==> src/rtl/tuner_i2c_pkg.sv <==
`timescale 1ns/1ps
package tuner_i2c_pkg;
    localparam int BYTE_W = 8;
    localparam int CNT_W  = $clog2(BYTE_W + 1);
    localparam int DIV_W  = 2 * BYTE_W - 1;

    typedef enum logic [3:0] {
        ST_IDLE,
        ST_ADDR,
        ST_ACK_WAIT,
        ST_ACK_DRIVE,
        ST_WR_DATA,
        ST_RD_DATA,
        ST_RD_MACK,
        ST_RD_RELOAD,
        ST_SKIP
    } tgt_state_e;
endpackage

==> src/rtl/tuner_i2c_line_sync.sv <==
`timescale 1ns/1ps
module tuner_i2c_line_sync #(
    parameter int STAGES = 2
) (
    input  logic clk,
    input  logic rst_n,
    input  logic scl_in,
    input  logic sda_in,
    output logic sda_s,
    output logic scl_rise,
    output logic scl_fall,
    output logic start_det,
    output logic stop_det
);
    logic [STAGES-1:0] scl_p, sda_p;
    logic scl_q, sda_q, scl_s;

    always_ff @(posedge clk or negedge rst_n) begin
        if (!rst_n) begin
            scl_p <= '1;
            sda_p <= '1;
            scl_q <= 1'b1;
            sda_q <= 1'b1;
        end else begin
            scl_p <= {scl_p[STAGES-2:0], scl_in};
            sda_p <= {sda_p[STAGES-2:0], sda_in};
            scl_q <= scl_p[STAGES-1];
            sda_q <= sda_p[STAGES-1];
        end
    end

    assign scl_s     = scl_p[STAGES-1];
    assign sda_s     = sda_p[STAGES-1];
    assign scl_rise  = scl_s & ~scl_q;
    assign scl_fall  = ~scl_s & scl_q;
    assign start_det = scl_s & scl_q & sda_q & ~sda_s;
    assign stop_det  = scl_s & scl_q & ~sda_q & sda_s;
endmodule

==> src/rtl/tuner_adc_enc.sv <==
`timescale 1ns/1ps
module tuner_adc_enc #(
    parameter int LEVELS = 4,
    localparam int CODE_W = $clog2(LEVELS + 1)
) (
    input  logic [LEVELS-1:0] thermo,
    output logic [CODE_W-1:0] code
);
    always_comb begin
        code = '0;
        for (int i = 0; i < LEVELS; i++) begin
            if (thermo[i]) code = CODE_W'(i + 1);
        end
    end
endmodule

==> src/rtl/tuner_i2c_fsm.sv <==
`timescale 1ns/1ps
module tuner_i2c_fsm
    import tuner_i2c_pkg::*;
#(
    parameter logic [4:0] DEV_ID = 5'b11000
) (
    input  logic              clk,
    input  logic              rst_n,
    input  logic              supply_low,
    input  logic              sda_s,
    input  logic              scl_rise,
    input  logic              scl_fall,
    input  logic              start_det,
    input  logic              stop_det,
    input  logic [1:0]        addr_sel,
    input  logic [BYTE_W-1:0] status_in,
    output logic              sda_drive_low,
    output logic              div_we,
    output logic              ctl_we,
    output logic [BYTE_W-1:0] pair_hi,
    output logic [BYTE_W-1:0] pair_lo,
    output logic              por_clr
);
    tgt_state_e        state, nxt;
    logic [CNT_W-1:0]  bitcnt;
    logic [BYTE_W-1:0] sh, tx;
    logic              rd_mode, pair_open, pair_ctl;
    logic              byte_done;
    logic [BYTE_W-1:0] full;

    assign byte_done = scl_rise && (bitcnt == CNT_W'(BYTE_W - 1));
    assign full      = {sh[BYTE_W-2:0], sda_s};

    always_comb begin
        nxt = state;
        if (supply_low || stop_det) begin
            nxt = ST_IDLE;
        end else if (start_det) begin
            nxt = ST_ADDR;
        end else begin
            unique case (state)
                ST_IDLE:      nxt = ST_IDLE;
                ST_ADDR:      if (byte_done)
                                  nxt = (sh[BYTE_W-2:0] == {DEV_ID, addr_sel}) ? ST_ACK_WAIT : ST_SKIP;
                ST_ACK_WAIT:  if (scl_fall) nxt = ST_ACK_DRIVE;
                ST_ACK_DRIVE: if (scl_fall) nxt = rd_mode ? ST_RD_DATA : ST_WR_DATA;
                ST_WR_DATA:   if (byte_done) nxt = ST_ACK_WAIT;
                ST_RD_DATA:   if (scl_fall && bitcnt == CNT_W'(BYTE_W)) nxt = ST_RD_MACK;
                ST_RD_MACK:   if (scl_rise) nxt = sda_s ? ST_SKIP : ST_RD_RELOAD;
                ST_RD_RELOAD: if (scl_fall) nxt = ST_RD_DATA;
                ST_SKIP:      nxt = ST_SKIP;
                default:      nxt = ST_IDLE;
            endcase
        end
    end

    always_ff @(posedge clk or negedge rst_n) begin
        if (!rst_n) state <= ST_IDLE;
        else        state <= nxt;
    end

    always_ff @(posedge clk or negedge rst_n) begin
        if (!rst_n) begin
            bitcnt    <= '0;
            sh        <= '0;
            tx        <= '0;
            rd_mode   <= 1'b0;
            pair_open <= 1'b0;
            pair_ctl  <= 1'b0;
            pair_hi   <= '0;
            pair_lo   <= '0;
            div_we    <= 1'b0;
            ctl_we    <= 1'b0;
            por_clr   <= 1'b0;
        end else begin
            div_we  <= 1'b0;
            ctl_we  <= 1'b0;
            por_clr <= 1'b0;
            if (supply_low || stop_det || start_det) begin
                bitcnt    <= '0;
                pair_open <= 1'b0;
            end else begin
                unique case (state)
                    ST_ADDR: if (scl_rise) begin
                        sh     <= full;
                        bitcnt <= bitcnt + 1'b1;
                        if (byte_done) rd_mode <= sda_s;
                    end
                    ST_WR_DATA: if (scl_rise) begin
                        sh     <= full;
                        bitcnt <= bitcnt + 1'b1;
                        if (byte_done) begin
                            if (!pair_open) begin
                                pair_open <= 1'b1;
                                pair_ctl  <= full[BYTE_W-1];
                                pair_hi   <= full;
                            end else begin
                                pair_open <= 1'b0;
                                pair_lo   <= full;
                                ctl_we    <= pair_ctl;
                                div_we    <= !pair_ctl;
                            end
                        end
                    end
                    ST_ACK_DRIVE: if (scl_fall) begin
                        bitcnt <= '0;
                        if (rd_mode) tx <= status_in;
                    end
                    ST_RD_DATA: begin
                        if (scl_rise) bitcnt <= bitcnt + 1'b1;
                        else if (scl_fall && bitcnt != CNT_W'(BYTE_W)) tx <= {tx[BYTE_W-2:0], 1'b0};
                    end
                    ST_RD_MACK: if (scl_rise && sda_s) por_clr <= 1'b1;
                    ST_RD_RELOAD: if (scl_fall) begin
                        tx     <= status_in;
                        bitcnt <= '0;
                    end
                    default: ;
                endcase
            end
        end
    end

    always_comb begin
        sda_drive_low = 1'b0;
        if (rst_n && !supply_low) begin
            unique case (state)
                ST_ACK_DRIVE: sda_drive_low = 1'b1;
                ST_RD_DATA:   sda_drive_low = ~tx[BYTE_W-1];
                default:      sda_drive_low = 1'b0;
            endcase
        end
    end
endmodule

==> src/rtl/tuner_reg_bank.sv <==
`timescale 1ns/1ps
module tuner_reg_bank
    import tuner_i2c_pkg::*;
(
    input  logic              clk,
    input  logic              rst_n,
    input  logic              supply_low,
    input  logic              div_we,
    input  logic              ctl_we,
    input  logic              por_clr,
    input  logic [BYTE_W-1:0] pair_hi,
    input  logic [BYTE_W-1:0] pair_lo,
    output logic [DIV_W-1:0]  divider,
    output logic              pump_hi,
    output logic [1:0]        test_mode,
    output logic              tune_off,
    output logic              band_uhf,
    output logic [2:0]        port_out,
    output logic              por_flag
);
    logic hi_fixed_unused;
    assign hi_fixed_unused = ^{pair_hi[BYTE_W-1], pair_hi[3:1]};

    always_ff @(posedge clk or negedge rst_n) begin
        if (!rst_n) begin
            divider   <= '0;
            pump_hi   <= 1'b0;
            test_mode <= '0;
            tune_off  <= 1'b0;
            band_uhf  <= 1'b0;
            port_out  <= '0;
            por_flag  <= 1'b1;
        end else begin
            if (div_we) divider <= {pair_hi[BYTE_W-2:0], pair_lo};
            if (ctl_we) begin
                pump_hi   <= pair_hi[6];
                test_mode <= pair_hi[5:4];
                tune_off  <= pair_hi[0];
                band_uhf  <= pair_lo[3];
                port_out  <= pair_lo[2:0];
            end
            if (supply_low)   por_flag <= 1'b1;
            else if (por_clr) por_flag <= 1'b0;
        end
    end
endmodule

==> src/rtl/tuner_i2c_regs.sv <==
`timescale 1ns/1ps
module tuner_i2c_regs
    import tuner_i2c_pkg::*;
#(
    parameter int         SYNC_STAGES = 2,
    parameter logic [4:0] DEV_ID      = 5'b11000
) (
    input  logic              clk,
    input  logic              rst_n,
    input  logic              supply_low,
    input  logic              scl_in,
    input  logic              sda_in,
    output logic              sda_drive_low,
    input  logic [1:0]        addr_sel,
    input  logic              lock_in,
    input  logic [1:0]        ttl_in,
    input  logic [3:0]        adc_thermo,
    output logic [DIV_W-1:0]  divider,
    output logic              pump_hi,
    output logic [1:0]        test_mode,
    output logic              tune_off,
    output logic              band_uhf,
    output logic [2:0]        port_out
);
    logic              sda_s, scl_rise, scl_fall, start_det, stop_det;
    logic              div_we, ctl_we, por_clr, por_flag;
    logic [BYTE_W-1:0] pair_hi, pair_lo, status;
    logic [2:0]        adc_code;

    tuner_i2c_line_sync #(.STAGES(SYNC_STAGES)) u_sync (
        .clk(clk), .rst_n(rst_n), .scl_in(scl_in), .sda_in(sda_in),
        .sda_s(sda_s), .scl_rise(scl_rise), .scl_fall(scl_fall),
        .start_det(start_det), .stop_det(stop_det)
    );

    tuner_adc_enc #(.LEVELS(4)) u_adc (
        .thermo(adc_thermo), .code(adc_code)
    );

    assign status = {por_flag, lock_in, 1'b0, ttl_in, adc_code};

    tuner_i2c_fsm #(.DEV_ID(DEV_ID)) u_fsm (
        .clk(clk), .rst_n(rst_n), .supply_low(supply_low), .sda_s(sda_s),
        .scl_rise(scl_rise), .scl_fall(scl_fall), .start_det(start_det),
        .stop_det(stop_det), .addr_sel(addr_sel), .status_in(status),
        .sda_drive_low(sda_drive_low), .div_we(div_we), .ctl_we(ctl_we),
        .pair_hi(pair_hi), .pair_lo(pair_lo), .por_clr(por_clr)
    );

    tuner_reg_bank u_regs (
        .clk(clk), .rst_n(rst_n), .supply_low(supply_low), .div_we(div_we),
        .ctl_we(ctl_we), .por_clr(por_clr), .pair_hi(pair_hi), .pair_lo(pair_lo),
        .divider(divider), .pump_hi(pump_hi), .test_mode(test_mode),
        .tune_off(tune_off), .band_uhf(band_uhf), .port_out(port_out),
        .por_flag(por_flag)
    );
endmodule

==> config.mk <==
export PLATFORM = sky130hd
export DESIGN_NAME = tuner_i2c_regs
export DESIGN_NICKNAME = d
export VERILOG_FILES = /design/src/rtl/tuner_i2c_pkg.sv /design/src/rtl/tuner_i2c_line_sync.sv /design/src/rtl/tuner_adc_enc.sv /design/src/rtl/tuner_i2c_fsm.sv /design/src/rtl/tuner_reg_bank.sv /design/src/rtl/tuner_i2c_regs.sv
export SDC_FILE = /design/constraint.sdc
export NUM_CORES = 1
export LEC_CHECK = 0
export ABC_AREA = 1
export BUFFER_PORTS_ARGS = -buffer_cell sky130_fd_sc_hd__buf_2
export CORE_MARGIN = 1.5
export CORE_UTILIZATION = 45
export DETAILED_ROUTE_END_ITERATION = 10
export MAX_ROUTING_LAYER = met4
export PLACE_DENSITY = 0.69
export SETUP_SLACK_MARGIN = 0.1
export SLEW_MARGIN = 0
export SYNTH_ARGS = -nofsm -noshare
export SYNTH_HDL_FRONTEND = slang
export SYNTH_HIERARCHICAL = 1
export SYNTH_SLANG_ARGS = --single-unit
==> constraint.sdc <==
create_clock -name clk -period 2.1 [get_ports clk]
set_clock_uncertainty 0.1 [all_clocks]
set_input_delay 0.42 -clock clk [delete_from_list [all_inputs] [get_ports clk]]
set_output_delay 0.42 -clock clk [all_outputs]
set_load 0.01 [all_outputs]
==> Yosys cells after proc, flatten, opt, wreduce, memory -nomap -nowiden <==
Cells that the tools add are included.
Widths: inputs -> output; s select.
{ "classes": {"muxes": 49, "eq_ne": 26, "reduce_logical": 26, "bitwise_logic": 14, "addsub": 1} }
{ "ops": {"columns": ["cell", "count"], "rows": [
  ["$mux 4", 14],
  ["$mux 8", 5],
  ["$pmux 4 s8", 1],
  ["$ne 4x1->1 const B", 7],
  ["$pmux 8 s3", 1],
  ["$mux 1", 23],
  ["$eq 4x3->1 const B", 5],
  ["$reduce_and 7->1", 2],
  ["$reduce_and 5->1", 2],
  ["$reduce_and 3->1", 3],
  ["$eq 4x2->1 const B", 2],
  ["$eq 4x4->1 const B", 2],
  ["$ne 2x1->1 const B", 4],
  ["$pmux 4 s2", 1],
  ["$reduce_bool 2->1", 4],
  ["$and 1x1->1", 7],
  ["$eq 7x7->1", 1],
  ["$not 1->1", 7],
  ["$ne 3x1->1 const B", 2],
  ["$reduce_bool 3->1", 2],
  ["$logic_and 1x1->1", 5],
  ["$add 4x1->4 const B", 1],
  ["$eq 4x1->1 const B", 1],
  ["$mux 2", 2],
  ["9 further kinds", 12]
]} }
{ "word_totals": {"in_bits": 14, "elab_cells": 139, "reg_bits": 74} }

==> Logic depth before layout (Yosys ltp) <==
Gate-level depths: netlist of run 1.
{ "depth": {"depth_word": 7, "ltp_mapped": 12, "depth_no_buf": 11} }

==> Cells and area by module <==
The synthesis of run 1 kept the hierarchy.
{ "modules_own_cells": {"columns": ["module", "cells_each", "area_each_um2", "instances"], "rows": [
  ["tuner_i2c_fsm", 289, 2358.5, 1],
  ["tuner_reg_bank", 103, 948.4, 1],
  ["tuner_i2c_line_sync", 17, 198.9, 1],
  ["tuner_adc_enc", 6, 35.0, 1],
  ["tuner_i2c_regs", 1, 3.8, 1]
]} }

==> Least setup slack after synthesis of run 1 <==
Ideal clock, no wire load.
{ "synth_path": {"kind": "reg-to-output", "startpoint": "register u_fsm.state[3]", "endpoint": "output port sda_drive_low", "arrival_time_ns": 1.264, "path_stages_with_launch": 7, "required_ns": 1.580, "slack_ns": 0.316, "path_cell_list": "dfrtp_1 -> nor2_4 -> nand2_4 -> clkbuf_1 -> o21ai_1 -> nand2_1 -> nor2_1"} }
{ "synth_via": {"elab_chain_len": 3, "word_cells_on_any_way": 4, "cone_classes": "2 x eq/ne; 2 x mux"} }
{ "synth_lines": {"columns": ["element", "line_no", "rtl"], "rows": [
  ["start, declared", "tuner_i2c_fsm.sv:24", "tgt_state_e state, nxt;"],
  ["start signal, assigned", "tuner_i2c_fsm.sv:59", "else state <= nxt;"],
  ["$eq 4x3->1 / $eq 4x2->1 (equally long branches)", "tuner_i2c_fsm.sv:127", "unique case (state)"],
  ["$pmux 1 s2 *", "tuner_i2c_fsm.sv:127", null],
  ["$mux 1 *", "tuner_i2c_fsm.sv:126", "if (rst_n && !supply_low) begin"],
  ["end, declared", "tuner_i2c_regs.sv:13", "output logic sda_drive_low,"]
]} }
Every way passes the cells marked *; elsewhere a longest branch is shown, timed or not.

==> Worst setup path after layout of run 1 <==
{ "layout_path": {"startpoint": "register u_fsm.state[1]", "endpoint": "output port sda_drive_low"} }
The elaborated chain is that of the path after synthesis.

==> results.py, run 1 <==
metrics = {
    "setup_path": {
        "cp-start-kind": "register",
        "r2r_cells": 11,
        "r2r_end": "u_fsm/tx[4]$_DFFE_PN0P_",
        "endpoint": "sda_drive_low",
        "crit_fanout": 5,
        "crit_required_ps": 1580,
        "crit_start": "u_fsm/state[1]$_DFFE_PN0P_",
        "end_kind": "output pin",
        "r2r_slack_ps": 230,
        "worst-setup-path-type": "register to output pin",
        "r2r_start": "u_sync/sda_q$_DFF_PN1_",
        "crit_arrival_ps": 1400,
    },
    "finish": {
        "final_nets": 476,
        "fin_area_um2": 4110,
        "fin_util": 0.535,
        "area_growth_pct": 16.2,
        "final_common_cell": "nand2_1",
        "stdcell_count": 565,
        "layout-drive-gt1-share": 0.274,
        "final_cell_mix": "nand2_1, dfrtp_1, inv_1",
        "num_antenna_cells": 0,
    },
    "synth": {
        "syn_avg_cell_area_um2": 8.52,
        "syn_nets": 431,
        "synthCells": 415,
        "syn-cell-area_um2": 3540,
        "yosys_warnings": 6,
    },
    "route": {
        "remaining_drc_errors": 0,
        "first_pass_iters": 5,
        "wl_met3_um": 353,
        "vias": 2720,
        "via_per_inst": 4.81,
        "top_layer": "met4",
        "ant_nets": 0,
        "drt-met1-wl_um": 3040,
        "drt_iter0_markers": 135,
        "wl_met2_um": 3350,
        "drt-total-wl_um": 6900,
        "routedWlPerCell_um": 12.2,
    },
    "cts": {
        "clock_sinks": 74,
        "cts_tree": "yes",
        "clockBufferDepth": 2,
        "cts_buffers": 9,
        "ctsRootBufferMaster": "clkbuf_8",
        "clkTransAtPathRegs_ps": 70,
        "hold_buffers": 0,
        "htreeDepth": 3,
        "clk_latency_ps": 340,
    },
    "global_route": {
        "grt_start_max_net_pins": 75,
        "grt_first_pass_wirelength_um": 11500,
        "grt_pass1_vias": 2624,
        "globalRouteTotalUtil": 0.181,
        "overflow": 0,
        "antenna_found_initial": 0,
    },
    "power_and_ir_drop": {
        "total_power_mw": 2.95,
        "power_density_nw_per_um2": 717,
        "leakagePower_nw": 2.21,
        "max-vdd-ir-drop_v": 0.000465,
    },
    "place": {
        "place_ws_ps": 91.6,
        "gp_congestion": 0.932,
        "placed_area_um2": 3760,
        "dp_hpwl_um": 4800,
        "port-buffer-count": 37,
        "place_inst": 546,
    },
    "sta": {
        "whs_ps": 74.7,
        "finalSetupTns_ps": 0,
        "max-slew-margin-rel": 0.396,
        "fin_ws_ps": 178,
        "setup_viol": 0,
        "report.final.slew_viol_count": 0,
        "tightest_slew_ps": 905,
        "rsz0062_at_grt": "yes",
        "fmax_mhz": 520,
        "hold_viol": 0,
        "post-route-period-util": 0.915,
        "period_needed_ps": 1920,
    },
    "floorplan": {
        "coreArea_um2": 7690,
        "row_count": 32,
        "initial_core_util": 0.460,
        "io_pins": 38,
        "die_w_um": 91.7,
        "fp.dieH_um": 91.7,
        "design.die.area_um2": 8400,
    },
    "run_status": {
        "status": "complete, no violations",
    },
    "hold_path": {
        "min_path_type": "input port to register",
    },
    "flow_run": {
        "max-cap-violations": 0,
    },
}
==> cell type report <==
cell class | instances | area, um^2
inverters | 53 | 206
well taps | 102 | 128
multi-input cells | 279 | 1430
fillers | 728 | 3580
clock inverters | 5 | 129
repair buffers | 43 | 230
clock buffers | 9 | 124
flip-flops and latches | 74 | 1870
==> routing by layer <==
layer  track usage  vias to the layer above
met5             -                        -
met4        0.0716                        0
met3        0.0589                       17
met2         0.289                       62
met1         0.211                     1259
li1              -                     1382
==> sequential cells by signal, summed over array words and instances (netlist names), 2 cells and up <==
name              flops
u_fsm/pair_lo         8
u_regs/divider       15
u_fsm/state           4
u_sync/sda_p          2
u_sync/scl_p          2
u_fsm/bitcnt          4
u_regs/test_mode      2
u_fsm/tx              8
u_fsm/pair_hi         7
u_fsm/sh              7
u_regs/port_out       3
==> worst min-delay path by stage <==
stage | from | to | slack (ps) | cells after the start
final | scl_in | u_sync/scl_p[0]$_DFF_PN1_ | 70 | 1
after floorplan | rst_n | u_fsm/bitcnt[0]$_DFFE_PN0P_ | 20 | 0
after CTS | scl_in | u_sync/scl_p[0]$_DFF_PN1_ | 60 | 1
after global placement | u_sync/sda_p[0]$_DFF_PN1_ | u_sync/sda_p[1]$_DFF_PN1_ | 250 | 0
after global routing | sda_in | u_sync/sda_p[0]$_DFF_PN1_ | 50 | 1
after detailed placement | u_sync/sda_p[0]$_DFF_PN1_ | u_sync/sda_p[1]$_DFF_PN1_ | 250 | 0
==> power breakdown <==
group | leakage, nW | total (mW) | switching, mW | internal [mW]
clock | 0.125 | 1.40 | 0.501 | 0.898
combinational | 1.08 | 0.104 | 0.0761 | 0.0277
sequential | 1.00 | 1.44 | 0.00619 | 1.44
total | 2.21 | 2.95 | 0.583 | 2.36
==> critical path: stages (launching register included) <==
cell	delay [ps]
dfrtp_2	460
nor2_4	170
nand2_4	60
o21ai_2	100
nand2_1	70
nor2_1	80
buf_2	130
==> what timing repair did <==
action | in CTS | in global routing
cloned | 0 | 2
setup buffers | 1 | 2
gates resized for setup | 3 | 14
pin swaps | 1 | 4
setup endpoints to repair | 8 | 29
Power figures use the tool's default switching activity.
==> run 2, diff against run 1 <==
--- a/config.mk
+++ b/config.mk
@@ -7,6 +7,7 @@
 export LEC_CHECK = 0
 export ABC_AREA = 1
 export BUFFER_PORTS_ARGS = -buffer_cell sky130_fd_sc_hd__buf_2
+export CORE_ASPECT_RATIO = 0.8
 export CORE_MARGIN = 1.5
 export CORE_UTILIZATION = 45
 export DETAILED_ROUTE_END_ITERATION = 10
==> results.py, run 2 (synthesized netlist as in run 1, its figures left out) <==
metrics = {
    "route": {
        "drt_iter0_markers": 156,
        "ant_nets": 0,
        "routedWlPerCell_um": 12.6,
        "remaining_drc_errors": 0,
        "drt-total-wl_um": 7200,
        "via_per_inst": 4.74,
        "first_pass_iters": 4,
        "vias": 2705,
    },
    "sta": {
        "max-slew-margin-rel": 0.382,
        "setup_viol": 0,
        "report.final.slew_viol_count": 0,
        "rsz0062_at_grt": "yes",
        "tightest_slew_ps": 928,
        "period_needed_ps": 1980,
        "post-route-period-util": 0.943,
        "hold_viol": 0,
        "fmax_mhz": 505,
        "whs_ps": 64.9,
        "finalSetupTns_ps": 0,
    },
    "place": {
        "place_inst": 551,
        "port-buffer-count": 37,
        "dp_hpwl_um": 5010,
        "gp_congestion": 0.962,
    },
    "power_and_ir_drop": {
        "power_density_nw_per_um2": 722,
        "max-vdd-ir-drop_v": 0.000335,
        "leakagePower_nw": 2.22,
    },
    "finish": {
        "final_nets": 477,
        "fin_util": 0.548,
        "area_growth_pct": 16.1,
        "layout-drive-gt1-share": 0.270,
        "num_antenna_cells": 0,
        "stdcell_count": 571,
        "final_common_cell": "nand2_1",
        "n_fill_cell": 739,
        "top_regs": "u_regs/divider x15, u_fsm/pair_lo x8, u_fsm/tx x8",
        "largest-register": "u_regs/divider",
        "final_cell_mix": "nand2_1, dfrtp_1, inv_1",
        "largest_reg_flops": 15,
    },
    "flow_run": {
        "max-cap-violations": 0,
    },
    "global_route": {
        "grt_first_pass_wirelength_um": 11500,
        "grt_pass1_vias": 2383,
        "overflow": 0,
        "antenna_found_initial": 0,
        "grt_start_max_net_pins": 75,
        "globalRouteTotalUtil": 0.188,
    },
    "floorplan": {
        "initial_core_util": 0.472,
        "fp.dieH_um": 82.3,
        "coreArea_um2": 7500,
        "row_count": 28,
        "io_pins": 38,
        "design.die.area_um2": 8400,
        "die_w_um": 102,
    },
    "cts": {
        "cts_tree": "yes",
        "clk_latency_ps": 350,
        "clockBufferDepth": 2,
        "clock_sinks": 74,
        "ctsRootBufferMaster": "clkbuf_8",
        "cts_buffers": 9,
        "hold_buffers": 0,
        "clkTransAtPathRegs_ps": 70,
        "htreeDepth": 3,
    },
    "setup_path": {
        "worst-setup-path-type": "register to output pin",
        "end_kind": "output pin",
        "crit_required_ps": 1580,
        "crit_fanout": 5,
        "crit_arrival_ps": 1460,
        "cp-start-kind": "register",
    },
    "hold_path": {
        "min_path_type": "input port to register",
    },
    "run_status": {
        "status": "complete, no violations",
    },
}
==> run 2: changes by cell type in the layout (fill, tap and decap cells not counted), sizes merged <==
cell	before	now
buf	43	45
nand3	26	25
clkinv	3	4
clkbuf	9	10
==> run 2: worst paths after layout <==
check,start,to,slack (ps),depth (start not counted)
hold reg to reg,u_sync/scl_p[0]$_DFF_PN1_,u_sync/scl_p[1]$_DFF_PN1_,260,0
max in group asynchronous,rst_n,u_fsm/state[3]$_DFFE_PN0P_,1010,2
hold / removal,scl_in,u_sync/scl_p[0]$_DFF_PN1_,60,1
setup reg to reg,u_sync/sda_q$_DFF_PN1_,u_fsm/pair_lo[2]$_DFFE_PN0P_,230,11
setup / recovery,u_fsm/state[2]$_DFFE_PN0P_,sda_drive_low,120,7
min in group asynchronous,rst_n,u_regs/test_mode[1]$_DFFE_PN0P_,200,2
==> run 2: critical path: stages (launching register included) <==
cell and delay, ps:
dfrtp_2 450, inv_2 80, nor2_4 130, nand2_4 60, o21ai_2 100, nand2_1 60, nor2_1 90, buf_2 140
==> run 2: timing repair <==
| action | in CTS | in global routing |
|---|---|---|
| pin swaps | 1 | 1 |
| cloned | 0 | 1 |
| hold endpoints to repair | 0 | 0 |
| setup buffers | 1 | 2 |
| setup endpoints to repair | 8 | 16 |
| gates resized for setup | 3 | 9 |
==> run 2: routing by layer <==
metal	routed length (um)	global-route usage
met1	3610	0.263
met2	3060	0.263
met3	447	0.0480
met4	76	0.0699
met5	0	-
==> run 2: metrics by stage <==
| step | power [mW] | worst slack (ps) | cell area, um^2 |
|---|---|---|---|
| after floorplan | 1.52 | 316 | 3540 |
| after global placement | 1.57 | 100 | 3780 |
| after detailed placement | 1.57 | 86.3 | 3780 |
| after CTS | 3.00 | 54.6 | 4050 |
| after global routing | 3.06 | 43.9 | 4110 |
| final | 2.97 | 119 | 4110 |
==> run 2: layout make-up <==
class                           count  area [um^2]  share of cell area
Clock inverter                      6          130              0.0317
Inverter                           53          204              0.0496
Sequential cell                    74         1870               0.454
Tap cell                          105          131              0.0320
Timing Repair Buffer               45          245              0.0597
Multi-Input combinational cell    278         1400               0.342
Clock buffer                       10          128              0.0311
==> run 2: power by group <==
part	switching, mW	internal (mW)
logic	0.0748	0.0279
registers	0.00605	1.44
clock network	0.514	0.906
total	0.595	2.37
==> run 3, diff against run 2 <==
--- a/config.mk
+++ b/config.mk
@@ -9,10 +9,10 @@
 export BUFFER_PORTS_ARGS = -buffer_cell sky130_fd_sc_hd__buf_2
 export CORE_ASPECT_RATIO = 0.8
 export CORE_MARGIN = 1.5
-export CORE_UTILIZATION = 45
+export CORE_UTILIZATION = 40
 export DETAILED_ROUTE_END_ITERATION = 10
 export MAX_ROUTING_LAYER = met4
-export PLACE_DENSITY = 0.69
+export PLACE_DENSITY = 0.63
 export SETUP_SLACK_MARGIN = 0.1
 export SLEW_MARGIN = 0
 export SYNTH_ARGS = -nofsm -noshare
==> results.py, run 3 (synthesized netlist as in run 1, its figures left out) <==
metrics = {
    "floorplan": {
        "fp.dieH_um": 87.1,
        "die_w_um": 108,
        "initial_core_util": 0.415,
        "coreArea_um2": 8520,
        "io_pins": 38,
        "row_count": 30,
        "design.die.area_um2": 9420,
    },
    "finish": {
        "largest-register": "u_regs/divider",
        "final_common_cell": "nand2_1",
        "num_antenna_cells": 0,
        "n_fill_cell": 833,
        "fin_util": 0.485,
        "layout-drive-gt1-share": 0.282,
        "top_regs": "u_regs/divider x15, u_fsm/pair_lo x8, u_fsm/tx x8",
        "final_cell_mix": "nand2_1, dfrtp_1, inv_1",
        "largest_reg_flops": 15,
        "area_growth_pct": 16.8,
        "final_nets": 479,
    },
    "sta": {
        "post-route-period-util": 0.931,
        "setup_viol": 0,
        "max-slew-margin-rel": 0.384,
        "hold_viol": 0,
        "finalSetupTns_ps": 0,
        "rsz0062_at_grt": "yes",
        "report.final.slew_viol_count": 0,
        "fmax_mhz": 512,
        "tightest_slew_ps": 923,
        "period_needed_ps": 1950,
    },
    "global_route": {
        "globalRouteTotalUtil": 0.176,
        "grt_start_max_net_pins": 75,
        "grt_first_pass_wirelength_um": 12200,
        "grt_pass1_vias": 2514,
        "antenna_found_initial": 0,
        "overflow": 0,
    },
    "route": {
        "vias": 2732,
        "first_pass_iters": 4,
        "ant_nets": 0,
        "via_per_inst": 4.71,
        "remaining_drc_errors": 0,
        "drt_iter0_markers": 206,
        "routedWlPerCell_um": 12.8,
        "drt-total-wl_um": 7440,
    },
    "setup_path": {
        "max_stage_delay_ps": 480,
        "end_kind": "output pin",
        "crit_arrival_ps": 1430,
        "cp-start-kind": "register",
        "worst_path_max_delay_cell": "dfrtp_2",
        "crit_chain": "nor2_4 -> nand2_4 -> o21ai_2 -> nand2_1 -> nor2_1 -> buf_2",
        "cp_num_buf_inv": 1,
        "crit_fanout": 6,
        "crit_required_ps": 1580,
        "crit_family": "flip-flops",
        "worst-setup-path-type": "register to output pin",
    },
    "cts": {
        "clkTransAtPathRegs_ps": 80,
        "cts_buffers": 9,
        "cts_tree": "yes",
        "ctsRootBufferMaster": "clkbuf_8",
        "htreeDepth": 3,
        "clockBufferDepth": 2,
        "clk_latency_ps": 350,
        "clock_sinks": 74,
    },
    "run_status": {
        "status": "complete, no violations",
    },
    "flow_run": {
        "max-cap-violations": 0,
    },
    "place": {
        "port-buffer-count": 37,
        "dp_hpwl_um": 5210,
        "gp_congestion": 0.835,
    },
    "power_and_ir_drop": {
        "power_density_nw_per_um2": 684,
        "leakagePower_nw": 2.22,
        "max-vdd-ir-drop_v": 0.000368,
    },
    "hold_path": {
        "min_path_type": "input port to register",
    },
}
run 3: cell count changes in the layout (fill, tap and decap cells not counted), moves of 2 or more:
| cell | before | now |
|---|---|---|
| bufinv_16 | 4 | 2 |
| clkinv_2 | 2 | 0 |
| inv_6 | 1 | 4 |
| nand2_1 | 152 | 150 |
| nand2_2 | 9 | 11 |
run 3: timing repair:
action                     4_1_cts  5_1_grt
setup endpoints to repair        8       34
setup buffers                    2        3
hold buffers                     0        0
pin swaps                        1        6
resized for setup                4       13
cloned                           0        2
run 3: worst paths after layout:
path                                       startpoint                               to  slack (ps)  cells past startpoint
max reg2reg                    u_sync/sda_q$_DFF_PN1_     u_fsm/pair_lo[5]$_DFFE_PN0P_         200                     11
min in group asynchronous                       rst_n  u_regs/test_mode[1]$_DFFE_PN0P_         230                      2
min                                            sda_in        u_sync/sda_p[0]$_DFF_PN1_          60                      1
max                        u_fsm/state[3]$_DFFE_PN0P_                    sda_drive_low         150                      6
max in group asynchronous                       rst_n       u_fsm/state[3]$_DFFE_PN0P_        1020                      2
min reg2reg                 u_sync/sda_p[0]$_DFF_PN1_        u_sync/sda_p[1]$_DFF_PN1_         260                      0
run 3: metrics by stage:
step	total power, mW	instances	hold slack (ps)	area (um^2)	setup WS (ps)
global route	2.95	580	36.9	4130	35.8
floorplan	1.52	415	24.4	3540	316
finish	2.83	580	63.0	4130	145
global placement	1.57	557	246	3780	97.3
detailed placement	1.57	557	248	3780	74.8
CTS	2.86	575	40.6	4040	48.5
run 3: where the power goes:
| group | leakage (nW) | total [mW] | switching (mW) | internal [mW] |
|---|---|---|---|---|
| Clock | 0.118 | 1.28 | 0.562 | 0.716 |
| Sequential | 1.00 | 1.44 | 0.00586 | 1.44 |
| Combinational | 1.09 | 0.106 | 0.0777 | 0.0283 |
| Total | 2.22 | 2.83 | 0.646 | 2.18 |
run 3: per-layer routing:
metal,global-route usage,part of all wire,vias up
met1,0.237,0.49,1299
met2,0.257,0.45,46
met5,-,0,-
li1,-,-,1383
met3,0.0553,0.048,4
met4,0.0478,0.0083,0
run 3: area by class of cell:
cell class / count / area [um^2] / area share
Inverter: 53 / 206 / 0.0500
Clock inverter: 6 / 95.1 / 0.0230
Clock buffer: 10 / 138 / 0.0333
Sequential cell: 74 / 1860 / 0.451
Multi-Input combinational cell: 279 / 1430 / 0.347
Tap cell: 112 / 140 / 0.0339
Timing Repair Buffer: 46 / 253 / 0.0612
